## src/rtl/ydiv_pkg.sv

```systemverilog
`timescale 1ns/1ps
package ydiv_pkg;
  // Operating mode of one division request
  typedef enum logic {
    DIV_UNSIGNED = 1'b0,
    DIV_SIGNED   = 1'b1
  } div_mode_e;
endpackage

```

## src/rtl/ydiv_prep.sv

```systemverilog
`timescale 1ns/1ps
// Converts raw operands into magnitudes and the quotient sign.
module ydiv_prep #(
  parameter int HALF_W = 32,
  localparam int FULL_W = 2 * HALF_W
) (
  input  ydiv_pkg::div_mode_e mode,
  input  logic [HALF_W-1:0]   hi,
  input  logic [HALF_W-1:0]   lo,
  input  logic [HALF_W-1:0]   dsr,
  output logic [FULL_W-1:0]   dvd_mag,
  output logic [HALF_W-1:0]   dsr_mag,
  output logic                q_neg,
  output logic                dsr_zero
);
  logic              dvd_neg;
  logic              dsr_neg;
  logic [FULL_W-1:0] dvd_raw;

  always_comb begin
    dvd_raw  = {hi, lo};
    dvd_neg  = (mode == ydiv_pkg::DIV_SIGNED) && hi[HALF_W-1];
    dsr_neg  = (mode == ydiv_pkg::DIV_SIGNED) && dsr[HALF_W-1];
    dvd_mag  = dvd_neg ? (~dvd_raw + 1'b1) : dvd_raw;
    dsr_mag  = dsr_neg ? (~dsr + 1'b1) : dsr;
    q_neg    = dvd_neg ^ dsr_neg;
    dsr_zero = (dsr == '0);
  end
endmodule

```

## src/rtl/ydiv_core.sv

```systemverilog
`timescale 1ns/1ps
// Restoring magnitude divider: one quotient bit per clock.
module ydiv_core #(
  parameter int HALF_W = 32,
  localparam int FULL_W = 2 * HALF_W,
  localparam int CNT_W  = $clog2(FULL_W)
) (
  input  logic              clk,
  input  logic              rst_n,
  input  logic              start,
  input  logic [FULL_W-1:0] dvd,
  input  logic [HALF_W-1:0] dsr,
  output logic              busy,
  output logic              done,
  output logic [FULL_W-1:0] quo
);
  localparam logic [CNT_W-1:0] LAST = CNT_W'(FULL_W - 1);

  logic              busy_q, done_q;
  logic [CNT_W-1:0]  cnt_q;
  logic [HALF_W-1:0] rem_q, dsr_q;
  logic [FULL_W-1:0] quo_q;

  logic [HALF_W:0]   shifted, trial;
  logic              take;
  logic [HALF_W-1:0] rem_nxt;
  logic [FULL_W-1:0] quo_nxt;

  // The quotient register shifts dividend bits out at the top and
  // collects quotient bits at the bottom.
  always_comb begin
    shifted = {rem_q, quo_q[FULL_W-1]};
    trial   = shifted - {1'b0, dsr_q};
    take    = ~trial[HALF_W];
    rem_nxt = take ? trial[HALF_W-1:0] : shifted[HALF_W-1:0];
    quo_nxt = {quo_q[FULL_W-2:0], take};
  end

  always_ff @(posedge clk or negedge rst_n) begin
    if (!rst_n) begin
      busy_q <= 1'b0;
      done_q <= 1'b0;
      cnt_q  <= '0;
      rem_q  <= '0;
      dsr_q  <= '0;
      quo_q  <= '0;
    end else begin
      done_q <= 1'b0;
      if (busy_q) begin
        rem_q <= rem_nxt;
        quo_q <= quo_nxt;
        cnt_q <= cnt_q + 1'b1;
        if (cnt_q == LAST) begin
          busy_q <= 1'b0;
          done_q <= 1'b1;
        end
      end else if (start) begin
        busy_q <= 1'b1;
        cnt_q  <= '0;
        rem_q  <= '0;
        dsr_q  <= dsr;
        quo_q  <= dvd;
      end
    end
  end

  assign busy = busy_q;
  assign done = done_q;
  assign quo  = quo_q;
endmodule

```

## src/rtl/ydiv_sat_stage.sv

```systemverilog
`timescale 1ns/1ps
// Applies sign and clamps the magnitude quotient to the 32-bit range.
module ydiv_sat_stage #(
  parameter int HALF_W = 32,
  localparam int FULL_W = 2 * HALF_W
) (
  input  ydiv_pkg::div_mode_e mode,
  input  logic                q_neg,
  input  logic [FULL_W-1:0]   quo_mag,
  output logic [FULL_W-1:0]   result,
  output logic                ovf
);
  localparam logic [FULL_W-1:0] U_MAX     = {{HALF_W{1'b0}}, {HALF_W{1'b1}}};
  localparam logic [FULL_W-1:0] S_POS_MAX = {{(HALF_W+1){1'b0}}, {(HALF_W-1){1'b1}}};
  localparam logic [FULL_W-1:0] S_NEG_MAG = {{HALF_W{1'b0}}, 1'b1, {(HALF_W-1){1'b0}}};
  localparam logic [FULL_W-1:0] S_NEG_MIN = {{(HALF_W+1){1'b1}}, {(HALF_W-1){1'b0}}};

  always_comb begin
    if (mode == ydiv_pkg::DIV_UNSIGNED) begin
      ovf    = |quo_mag[FULL_W-1:HALF_W];
      result = ovf ? U_MAX : quo_mag;
    end else if (!q_neg) begin
      ovf    = quo_mag > S_POS_MAX;
      result = ovf ? S_POS_MAX : quo_mag;
    end else begin
      ovf    = quo_mag > S_NEG_MAG;
      result = ovf ? S_NEG_MIN : (~quo_mag + 1'b1);
    end
  end
endmodule

```

## src/rtl/ydiv_sat.sv

```systemverilog
`timescale 1ns/1ps
// Top level: 64-by-32 divider with Y-extended dividend and saturation.
module ydiv_sat #(
  parameter int HALF_W = 32,
  localparam int FULL_W = 2 * HALF_W
) (
  input  logic              clk,
  input  logic              rst_n,
  input  logic              in_valid,
  output logic              in_ready,
  input  logic              in_signed,
  input  logic [HALF_W-1:0] in_y,
  input  logic [HALF_W-1:0] in_rs1,
  input  logic [HALF_W-1:0] in_divisor,
  output logic              out_valid,
  output logic [FULL_W-1:0] out_result,
  output logic              out_overflow,
  output logic              out_carry,
  output logic              out_divzero
);
  ydiv_pkg::div_mode_e in_mode, mode_q;
  logic              neg_q, dz_q;
  logic              accept, core_start, core_busy, core_done;
  logic [FULL_W-1:0] dvd_mag, quo_mag, sat_res;
  logic [HALF_W-1:0] dsr_mag;
  logic              q_neg, dsr_zero, sat_ovf;

  assign in_mode    = in_signed ? ydiv_pkg::DIV_SIGNED : ydiv_pkg::DIV_UNSIGNED;
  assign in_ready   = ~core_busy;
  assign accept     = in_valid & in_ready;
  assign core_start = accept & ~dsr_zero;

  ydiv_prep #(.HALF_W(HALF_W)) u_prep (
    .mode     (in_mode),
    .hi       (in_y),
    .lo       (in_rs1),
    .dsr      (in_divisor),
    .dvd_mag  (dvd_mag),
    .dsr_mag  (dsr_mag),
    .q_neg    (q_neg),
    .dsr_zero (dsr_zero)
  );

  ydiv_core #(.HALF_W(HALF_W)) u_core (
    .clk   (clk),
    .rst_n (rst_n),
    .start (core_start),
    .dvd   (dvd_mag),
    .dsr   (dsr_mag),
    .busy  (core_busy),
    .done  (core_done),
    .quo   (quo_mag)
  );

  ydiv_sat_stage #(.HALF_W(HALF_W)) u_sat (
    .mode    (mode_q),
    .q_neg   (neg_q),
    .quo_mag (quo_mag),
    .result  (sat_res),
    .ovf     (sat_ovf)
  );

  always_ff @(posedge clk or negedge rst_n) begin
    if (!rst_n) begin
      mode_q <= ydiv_pkg::DIV_UNSIGNED;
      neg_q  <= 1'b0;
      dz_q   <= 1'b0;
    end else begin
      dz_q <= accept & dsr_zero;
      if (accept) begin
        mode_q <= in_mode;
        neg_q  <= q_neg;
      end
    end
  end

  assign out_valid    = core_done | dz_q;
  assign out_divzero  = dz_q;
  assign out_result   = core_done ? sat_res : '0;
  assign out_overflow = core_done & sat_ovf;
  assign out_carry    = 1'b0;
endmodule

```

## config.mk

```make
export PLATFORM = sky130hd
export DESIGN_NAME = ydiv_sat
export DESIGN_NICKNAME = d
export VERILOG_FILES = /design/src/rtl/ydiv_pkg.sv /design/src/rtl/ydiv_prep.sv /design/src/rtl/ydiv_core.sv /design/src/rtl/ydiv_sat_stage.sv /design/src/rtl/ydiv_sat.sv
export SDC_FILE = /design/constraint.sdc
export NUM_CORES = 1
export LEC_CHECK = 0
export ABC_CLOCK_PERIOD_IN_PS = 4070
export BUFFER_PORTS_ARGS = -buffer_cell sky130_fd_sc_hd__buf_2
export CAP_MARGIN = 20
export CELL_PAD_IN_SITES_DETAIL_PLACEMENT = 2
export CELL_PAD_IN_SITES_GLOBAL_PLACEMENT = 2
export CORE_UTILIZATION = 35
export DETAILED_ROUTE_END_ITERATION = 8
export PLACE_DENSITY_LB_ADDON = 0.1
export SKIP_LAST_GASP = 1
export SYNTH_ARGS = -nofsm -noshare
export SYNTH_HDL_FRONTEND = slang
export SYNTH_HIERARCHICAL = 1
export SYNTH_SLANG_ARGS = --single-unit
```

## constraint.sdc

```tcl
create_clock -name clk -period 4.07 [get_ports clk]
set_clock_uncertainty 0.1 [all_clocks]
set_input_delay 0 -clock clk [delete_from_list [all_inputs] [get_ports clk]]
set_output_delay 0 -clock clk [all_outputs]
set_load 0.1 [all_outputs]
```

==> impl_metrics.csv, run 1 <==
group,metric,value,unit
run_status,outcome,"completed",
detailed_routing,avgRoutedWirePerCell,21.5,um
synthesis,synthCells,1474,
timing,maxClockFrequency,248,MHz
global_route,grt_antenna_before_repair,1,
synthesis,async_flop_share,1.00,
floorplanning,fp.dieW,187,um
cells_and_area,nNetsFinal,1844,
synthesis,ys_types,78,
setup_path,end_kind,"output port",
setup_path,slowest_delay,0.65,ns
synthesis,synthMuxAreaShare,0.0982,
detailed_routing,via_per_inst,5.57,
synthesis,synthDominantCellAreaShare,0.289,
synthesis,avgSynthCellArea,8.16,sq um
clock_tree,cts_sinks,139,
synthesis,synthXorXnorAreaFrac,0.0875,
setup_path,crit_start,"u_core/quo[56]$_DFFE_PN0P_",
setup_path,crit_arrival,3.93,ns
detailed_routing,wl_met1,20000,um
detailed_routing,dr.pass1.iters,5,
cells_and_area,area.growth.synth_to_final,25.5,%
timing,finalCriticalPeriod,4.03,ns
clock_tree,cts-buffers-inserted,17,
setup_path,required,3.97,ns
clock_tree,cts-htree-levels,4,
clock_tree,clock_path_buffers,2,
detailed_routing,drtIter0Drc,520,
setup_path,cp_max_fo,8,
timing,rsz0062_at_grt,"true",
synthesis,yosysMostFrequentCell,"nand2_1",
setup_path,critPathLaunchType,"flop",
global_route,grt_pass1_wl,74900,um
detailed_routing,vias,12100,
floorplanning,die_h,187,um
setup_path,crit_type,"reg -> out",
cells_and_area,multi_input_area,0.00791,sq mm
pwr,peakVddDrop,0.000383,V
synthesis,synthTopCellsByCount,"170 x nand2_1, 146 x o21ai_0, 139 x dfrtp_1",
cells_and_area,seq_area,0.00348,sq mm
pwr,fin_total_pwr,11.2,mW
setup_path,crit_slowest_cell,"or3_1",
global_route,grtUsageTotal,0.268,
detailed_routing,drt_wl_total,46700,um
timing,worst_pin_slew,1.01,ns
clock_tree,cts-root-buf,"clkbuf_16",
floorplanning,rows,67,
synthesis,netlist_area,0.0120,sq mm
global_route,grt_start_max_net_pins,78,
detailed_routing,drc_errors,0,
timing,setup_viol,0,
setup_path,crit_family,"simple AND/OR/NAND/NOR gates",
pwr,p_leak,6.63,nW
timing,relSlewSlack,0.324,
placed_design,place_ws,0.324,ns
job,cap_violations,0,
cells_and_area,fillCellCount,3760,
floorplanning,floorplan.io_pins,169,
detailed_routing,wl_met2,24300,um
placed_design,globalplace.congestion,0.853,
synthesis,yosys_register_bits,139,
synthesis,synth-main-ff-cell,"dfrtp_1",
pwr,power_density,740,mW/mm^2
clock_tree,clk_latency,0.44,ns
synthesis,synth_top_cell_by_area,"dfrtp_1",
floorplanning,dieArea,0.0351,sq mm
synthesis,ys_warn_count,6,
synthesis,synth_nets,1611,
global_route,overflow,0,
synthesis,synth-compound-area-share,0.207,
synthesis,synthAdderAreaFrac,0.0391,
synthesis,synth_top_family_by_area,"simple AND/OR/NAND/NOR gates",
timing,period_share,0.990,
cells_and_area,layout-drive-gt1-share,0.165,
setup_path,cp_num_buf_inv,2,
floorplanning,coreArea,0.0337,sq mm
detailed_routing,highest_layer,"met4",
clock_tree,clkSlewWorstSetupHoldPaths,0.06,ns
timing,hold_viol_final,0,
detailed_routing,ant_nets,0,
synthesis,synthSimpleGateAreaFrac,0.222,
setup_path,worstPathCellList,"nor4_1, nand4_1, or3_1, buf_4, nor4_1, o21ai_0, o311ai_1, and2_1, buf_2",
setup_path,crit_top_cell,"nor4_1",
clock_tree,cts_tree,"yes",
placed_design,hpwl,32100,um
setup_path,rr_startpoint,"u_core/quo[63]$_DFFE_PN0P_",
timing,finalMaxSlewViolations,0,
detailed_routing,dr_wl_met3,1130,um
timing,finalWorstSetupSlack,0.0394,ns
placed_design,port_buffers,167,
min_path,hold_path.class,"in -> async",
synthesis,synth_seq_area_share,0.289,
synthesis,synth_edf_count,0,
floorplanning,start_util,0.357,
synthesis,ys_top_cells_by_area,"dfrtp_1 29%, mux2i_1 9.6%, o21ai_0 6.1%",
global_route,grt_pass1_vias,13500,
==> per-stage QoR <==
step / instance area (sq um) / hold WS, ns / TNS (ns) / cells / util
CTS: 15100 / 0.0331 / 0 / 2166 / 0.447
global route: 15100 / 0.0685 / -0.0286 / 2169 / 0.448
detailed placement: 13500 / -0.0419 / 0 / 2033 / 0.400
global placement: 13500 / -0.0461 / 0 / 2033 / 0.400
finish: 15100 / 0.0272 / 0 / 2170 / 0.448
floorplan: 12000 / -0.396 / 0 / 1474 / -
==> layout by cell type (no fill, tap or decap), types with 5 or more instances in the layout <==
| cell | n |
|---|---|
| or3_1 | 23 |
| buf_12 | 16 |
| or2_2 | 7 |
| clkbuf_16 | 17 |
| nand3_1 | 12 |
| o21ai_1 | 10 |
| dlygate4sd3_1 | 101 |
| nand4_1 | 7 |
| nor2b_1 | 5 |
| xnor2_1 | 59 |
| mux2i_1 | 115 |
| or4_1 | 19 |
| clkinv_2 | 5 |
| nand2b_1 | 11 |
| nand3b_1 | 5 |
| and3_1 | 7 |
| ha_1 | 36 |
| and4_1 | 5 |
| and2_1 | 73 |
| nor4_1 | 26 |
| o21ai_0 | 146 |
| nor3_1 | 44 |
| a21oi_1 | 105 |
| a31oi_1 | 15 |
| buf_4 | 33 |
| dfrtp_1 | 138 |
| nor2_1 | 81 |
| a21boi_0 | 5 |
| xor2_1 | 58 |
| inv_1 | 57 |
| o21a_1 | 11 |
| o31ai_1 | 12 |
| nand2_1 | 169 |
| o41ai_1 | 5 |
| buf_2 | 152 |
| a21o_1 | 23 |
| o311ai_1 | 8 |
| o311ai_2 | 8 |
==> final timing paths <==
| check | end | slack, ns | depth (start not counted) |
|---|---|---|---|
| min in group clk | u_core/quo[63]$_DFFE_PN0P_ | 0.06 | 4 |
| setup reg to reg | u_core/rem_q[6]$_DFFE_PN0P_ | 0.35 | 14 |
| hold reg to reg | u_core/dsr_q[0]$_DFFE_PN0P_ | 0.39 | 2 |
| setup / recovery | out_result[27] | 0.04 | 9 |
| hold / removal | u_core/quo[35]$_DFFE_PN0P_ | 0.03 | 2 |
| max in group asynchronous | u_core/dsr_q[23]$_DFFE_PN0P_ | 2.95 | 3 |
==> power by group <==
part | total [mW] | internal, mW | leakage (nW) | switching (mW)
Clock | 1.57 | 0.901 | 0.277 | 0.673
Sequential | 2.77 | 2.06 | 1.72 | 0.713
Combinational | 6.83 | 2.92 | 4.63 | 3.91
Total | 11.2 | 5.87 | 6.63 | 5.30
==> flip-flops by register name (all words and copies together), names as in the netlist <==
| register | count |
|---|---|
| u_core/cnt_q | 6 |
| u_core/dsr_q | 32 |
| u_core/busy | 1 |
| u_core/rem_q | 32 |
| u_core/done | 1 |
| mode_q | 1 |
| neg_q | 1 |
| out_divzero | 1 |
| u_core/quo | 64 |
==> cell families (layout without fill, tap and decap cells) <==
group                    Yosys count  count (layout)
AO/OA/AOI/OAI                    396             396
XOR/XNOR                         118             118
adder cells (fa/ha/maj)           37              37
buffers and inverters            146             392
flip-flops                       139             139
multiplexers                     117             117
other                              1               3
AND/OR/NAND/NOR                  520             520
==> repair_timing <==
action,CTS,global route
setup endpoints to repair,0,18
buffers inserted,0,2
endpoints found under the hold margin,159,0
hold buffers,101,0
gates resized for setup,0,4
==> metal layers <==
| layer | track usage | vias to the layer above |
|---|---|---|
| met5 | 0 | - |
| met4 | 0.0892 | 0 |
| met3 | 0.0291 | 73 |
| met2 | 0.493 | 241 |
| met1 | 0.322 | 6063 |
| li1 | - | 5710 |
==> layout make-up <==
cell class / count / share of cell area
timing repair buffer: 303 / 0.156
inverter: 57 / 0.0142
antenna: 2 / 0.000332
multi-input combinational: 1189 / 0.524
clock inverter: 11 / 0.00622
sequential: 139 / 0.231
clock buffer: 21 / 0.0318
tap: 448 / 0.0371
Note: power is estimated with default switching activity, not from simulation.
==> inputs of run 2 (changes only) <==
--- a/config.mk
+++ b/config.mk
@@ -12,6 +12,7 @@
 export CELL_PAD_IN_SITES_GLOBAL_PLACEMENT = 2
 export CORE_UTILIZATION = 35
 export DETAILED_ROUTE_END_ITERATION = 8
+export HOLD_SLACK_MARGIN = 0.05
 export PLACE_DENSITY_LB_ADDON = 0.1
 export SKIP_LAST_GASP = 1
 export SYNTH_ARGS = -nofsm -noshare
==> run 2 against run 1 <==
  * Utilization grew 0.57 points
  * Worst setup slack gained 0.091 ns
  * Register-to-register slack lost 0.02 ns
  * Sequential power is essentially flat
  * Power grew 0.63%
  * Die area is the same
  * Routed wire length grew 3.6%
  * Maximum frequency grew 2.3%
  * First-iteration DRC count grew 3.7%
  * Final area grew 1.3%
  * Via count grew 1.2%
  * Critical path type unchanged
  * Largest cell class unchanged
  * Highest routed layer unchanged
==> impl_metrics.csv, run 2 (synthesis gave the netlist of run 1 again) <==
group,metric,value,unit
setup_path,r2r-end,"u_core/rem_q[6]$_DFFE_PN0P_",
job,cap_violations,0,
timing,finalCriticalPeriod,3.94,ns
setup_path,cp_max_fo,17,
clock_tree,clkSlewWorstSetupHoldPaths,0.07,ns
cells_and_area,layout-drive-gt1-share,0.163,
cells_and_area,nNetsFinal,1863,
setup_path,end_kind,"output port",
timing,rsz0062_at_grt,"true",
setup_path,ff2ff_setup_slack,0.33,ns
cells_and_area,largest_reg_flops,64,
clock_tree,cts-root-buf,"clkbuf_16",
timing,worst_pin_slew,0.936,ns
timing,setup_viol,0,
detailed_routing,ant_nets,0,
setup_path,critPathLaunchType,"flop",
timing,hold_viol_final,0,
pwr,peakVddDrop,0.000387,V
setup_path,rr_startpoint,"u_core/quo[63]$_DFFE_PN0P_",
pwr,power_density,735,mW/mm^2
placed_design,port_buffers,167,
cells_and_area,area.growth.synth_to_final,27.1,%
detailed_routing,drc_errors,0,
clock_tree,cts_tree,"yes",
global_route,grt_start_max_net_pins,78,
clock_tree,clk_latency,0.44,ns
detailed_routing,drt_wl_total,48300,um
cells_and_area,fin_util,0.454,
setup_path,required,3.97,ns
clock_tree,clock_path_buffers,2,
setup_path,crit_type,"reg -> out",
cells_and_area,layout_common_cells,"169 x nand2_1, 152 x buf_2, 146 x o21ai_0",
global_route,overflow,0,
global_route,grt_antenna_before_repair,2,
floorplanning,fp.dieW,187,um
floorplanning,floorplan.io_pins,169,
detailed_routing,vias,12200,
run_status,outcome,"completed",
placed_design,globalplace.congestion,0.853,
floorplanning,start_util,0.357,
detailed_routing,drtIter0Drc,539,
placed_design,hpwl,32100,um
timing,relSlewSlack,0.371,
floorplanning,coreArea,0.0337,sq mm
timing,finalMaxSlewViolations,0,
floorplanning,rows,67,
detailed_routing,avgRoutedWirePerCell,22.1,um
min_path,hold_path.class,"in -> async",
cells_and_area,fillCellCount,3755,
setup_path,crit_arrival,3.84,ns
setup_path,ff2ff_path_depth,14,
cells_and_area,finalNonFillerCells,2190,
detailed_routing,via_per_inst,5.58,
detailed_routing,dr.pass1.iters,6,
floorplanning,die_h,187,um
timing,period_share,0.968,
clock_tree,cts_sinks,139,
global_route,grt_pass1_vias,13800,
floorplanning,dieArea,0.0351,sq mm
timing,tns,0,ns
timing,whs,0.0408,ns
global_route,grtUsageTotal,0.277,
cells_and_area,final_common_cell,"nand2_1",
placed_design,dp_cells,2033,
setup_path,crit_start,"u_core/quo[16]$_DFFE_PN0P_",
pwr,p_leak,6.71,nW
timing,maxClockFrequency,254,MHz
global_route,grt_pass1_wl,76900,um
clock_tree,cts-buffers-inserted,17,
clock_tree,cts-htree-levels,4,
-- run 2: cell types whose count changed in the layout (fill, tap and decap cells not counted), sizes merged --
cell and change:
diode +1, dlygate4sd3 +19
-- run 2: report_power, final --
| part | switching (mW) | internal [mW] |
|---|---|---|
| clock network | 0.664 | 0.901 |
| registers | 0.729 | 2.06 |
| logic | 3.95 | 2.94 |
| total | 5.35 | 5.90 |
-- run 2: worst max path at each step --
stage	to	cells after the start
3_3_place_gp	out_result[30]	9
5_1_grt	out_result[27]	9
3_5_place_dp	u_core/rem_q[6]$_DFFE_PN0P_	14
4_1_cts	out_result[30]	9
2_1_floorplan	out_result[21]	10
6_report	out_result[15]	8
-- run 2: area by class of cell --
class	count	area [sq um]	share of cell area
well taps	448	561	0.0367
clock inverters	11	93.8	0.00614
flip-flops and latches	139	3480	0.228
inverters	57	214	0.0140
multi-input cells	1189	7910	0.517
diodes	3	7.51	0.000491
repair buffers	322	2540	0.166
clock buffers	21	480	0.0314
-- run 2: timing repair --
action	CTS	global route
hold endpoints to repair	161	0
resized for setup	0	4
buffers inserted	0	2
hold buffers	120	0
endpoints found under the setup margin	0	30
-- run 2: metrics by stage --
step | cell area (sq um) | total power [mW] | setup WS, ns
floorplan | 12000 | 7.56 | 0.821
global placement | 13500 | 9.13 | 0.540
detailed placement | 13500 | 9.46 | 0.324
CTS | 15200 | 11.2 | 0.0145
global route | 15300 | 12.1 | -0.00664
finish | 15300 | 11.2 | 0.131
-- run 2: per-layer routing --
metal  part of all wire  GRT usage
met3              0.030     0.0430
met5                  0          0
met2               0.53      0.515
met1               0.41      0.318
met4              0.029     0.0987
-- run 2: worst max-delay path, stage by stage (launching register included) --
cell and delay, ns:
dfrtp_1 0.47, or4_1 0.73, or3_4 0.48, o31ai_4 0.26, nand3_4 0.27, buf_4 0.29, o311ai_1 0.31, and2_1 0.16
buf_2 0.42
==> inputs of run 3 (changes only) <==
--- a/config.mk
+++ b/config.mk
@@ -5,12 +5,12 @@
 export SDC_FILE = /design/constraint.sdc
 export NUM_CORES = 1
 export LEC_CHECK = 0
-export ABC_CLOCK_PERIOD_IN_PS = 4070
+export ABC_CLOCK_PERIOD_IN_PS = 4750
 export BUFFER_PORTS_ARGS = -buffer_cell sky130_fd_sc_hd__buf_2
 export CAP_MARGIN = 20
 export CELL_PAD_IN_SITES_DETAIL_PLACEMENT = 2
 export CELL_PAD_IN_SITES_GLOBAL_PLACEMENT = 2
-export CORE_UTILIZATION = 35
+export CORE_UTILIZATION = 38
 export DETAILED_ROUTE_END_ITERATION = 8
 export HOLD_SLACK_MARGIN = 0.05
 export PLACE_DENSITY_LB_ADDON = 0.1
==> constraint.sdc (replaced) <==
create_clock -name clk -period 4.75 [get_ports clk]
set_clock_uncertainty 0.1 [all_clocks]
set_input_delay 0 -clock clk [delete_from_list [all_inputs] [get_ports clk]]
set_output_delay 0 -clock clk [all_outputs]
set_load 0.1 [all_outputs]
==> run 3 against run 2 <==
  * The run now ends with design-rule violations left
  * Die area fell by 7.8%
  * Clock power fell by 8%
  * Cell count fell by 3.4%
  * Register-to-register slack improved by 0.38 ns
  * Power fell by 14%
  * Sequential power fell by 14%
  * Non-clock buffer count fell by 23
  * Sequential share of layout area rose by 0.71 points
  * Largest power group unchanged
==> impl_metrics.csv, run 3 (synthesis gave the netlist of run 1 again) <==
group,metric,value,unit
run_status,outcome,"finished with violations",
run_status,violations,"design-rule violations",
global_route,met3_usage,0.0367,
global_route,grt_antenna_before_repair,4,
setup_path,worstPathCellList,"inv_1, ha_1, nor3b_1, nand4_1, o31a_1, nor2_2, buf_4, a31oi_1, o221ai_1, and2_1, buf_2",
detailed_routing,drt_wl_total,49900,um
global_route,grt_start_max_net_pins,97,
cells_and_area,fin_util,0.481,
clock_tree,cts-buffers-inserted,17,
setup_path,required,4.65,ns
clock_tree,clock_path_buffers,2,
detailed_routing,dr.pass1.iters,7,
setup_path,crit_slowest_cell,"o31a_1",
cells_and_area,layout_common_cells,"169 x nand2_1, 166 x buf_2, 146 x o21ai_0",
clock_tree,cts_tree,"yes",
detailed_routing,drtIter0Drc,670,
placed_design,port_buffers,167,
clock_tree,post_cts_buffers,0,
timing,relSlewSlack,0.300,
cells_and_area,final_common_cell,"nand2_1",
timing,finalWorstSetupSlack,0.404,ns
detailed_routing,drc_errors,11,
timing,whs,0.120,ns
detailed_routing,ant_nets,0,
setup_path,crit_family,"simple AND/OR/NAND/NOR gates",
detailed_routing,avgRoutedWirePerCell,23.6,um
setup_path,crit_type,"reg -> out",
setup_path,end_kind,"output port",
placed_design,globalplace.congestion,0.855,
floorplanning,coreArea,0.0308,sq mm
cells_and_area,multi_input_area,0.00789,sq mm
global_route,busiest_layer,"met2",
pwr,p_leak,6.58,nW
setup_path,cp_max_fo,23,
clock_tree,cts-htree-levels,4,
global_route,grtUsageMet1,0.357,
setup_path,slowest_delay,0.63,ns
global_route,grt_use_met2,0.588,
setup_path,critPathLaunchType,"flop",
floorplanning,dieArea,0.0324,sq mm
timing,worst_pin_slew,1.04,ns
placed_design,dp_cells,1966,
setup_path,cp_num_buf_inv,3,
clock_tree,clkSlewWorstSetupHoldPaths,0.07,ns
cells_and_area,fillCellCount,3392,
job,cap_violations,0,
global_route,grtUsageTotal,0.311,
timing,tns,0,ns
clock_tree,cts-root-buf,"clkbuf_16",
cells_and_area,nNetsFinal,1840,
global_route,grt_pass1_vias,14000,
clock_tree,clk_latency,0.45,ns
timing,finalCriticalPeriod,4.35,ns
floorplanning,floorplan.io_pins,169,
timing,rsz0062_at_grt,"false",
placed_design,place_ws,0.821,ns
cells_and_area,finalNonFillerCells,2115,
timing,period_share,0.915,
floorplanning,fp.dieW,180,um
detailed_routing,vias,12300,
detailed_routing,via_per_inst,5.82,
setup_path,crit_arrival,4.25,ns
min_path,hold_path.class,"in -> reg",
cells_and_area,area.growth.synth_to_final,23.3,%
placed_design,place_area,0.0131,sq mm
pwr,fin_total_pwr,9.65,mW
clock_tree,cts_sinks,139,
timing,maxClockFrequency,230,MHz
timing,finalMaxSlewViolations,0,
pwr,peakVddDrop,0.000315,V
floorplanning,start_util,0.390,
cells_and_area,layout-drive-gt1-share,0.153,
timing,hold_viol_final,0,
cells_and_area,largest_reg_flops,64,
floorplanning,rows,64,
pwr,power_density,651,mW/mm^2
placed_design,hpwl,31200,um
global_route,grt_pass1_wl,79500,um
cells_and_area,seq_area,0.00348,sq mm
floorplanning,die_h,180,um
cells_and_area,design_area,0.0148,sq mm
global_route,overflow,0,
timing,setup_viol,0,
run 3: cell types whose count changed in the layout (fill, tap and decap cells not counted), moves of 3 or more:
cell           previous run  this run
buf_12                   16         1
buf_4                    33        18
buf_2                   152       166
dlygate4sd3_1           120       113
clkinv_2                  5         2
run 3: repair_timing:
item	CTS	global route
hold buffers	113	0
resized for setup	0	0
endpoints found under the hold margin	193	0
run 3: final cells by class:
class                   instances  area share
inverters                      57      0.0144
clock inverters                10     0.00953
repair buffers                299       0.144
well taps                     396      0.0334
flip-flops and latches        139       0.235
multi-input cells            1189       0.532
clock buffers                  22      0.0320
diodes                          3    0.000506
run 3: worst paths after layout:
check	from	endpoint	slack [ns]	cells past startpoint
max	u_core/quo[1]$_DFFE_PN0P_	out_result[12]	0.40	11
min	in_rs1[6]	u_core/quo[6]$_DFFE_PN0P_	0.12	4
max reg2reg	u_core/quo[63]$_DFFE_PN0P_	u_core/rem_q[11]$_DFFE_PN0P_	0.71	14
min reg2reg	u_core/cnt_q[5]$_DFFE_PN0P_	u_core/cnt_q[5]$_DFFE_PN0P_	0.41	1
max in group asynchronous	rst_n	u_core/busy$_DFF_PN0_	3.15	3
min in group asynchronous	rst_n	u_core/quo[38]$_DFFE_PN0P_	0.13	2
run 3: power by group:
group	internal (mW)	switching (mW)
combinational	2.37	3.42
clock	0.869	0.578
sequential	1.76	0.651
run 3: worst min-delay path: cells and delay by family:
kind | cells | cell delay (ns)
AOI/OAI and AO/OA | 1 | 0.12
buffers and inverters | 1 | 0.15
xor gates and xnor gates | 1 | 0.12
muxes | 1 | 0.22
run 3: layer usage:
metal / up-vias / routed length [um]
met2: 276 / 26800
met1: 6238 / 20300
li1: 5708 / -
met5: - / 10
met4: 2 / 1380
met3: 83 / 1360
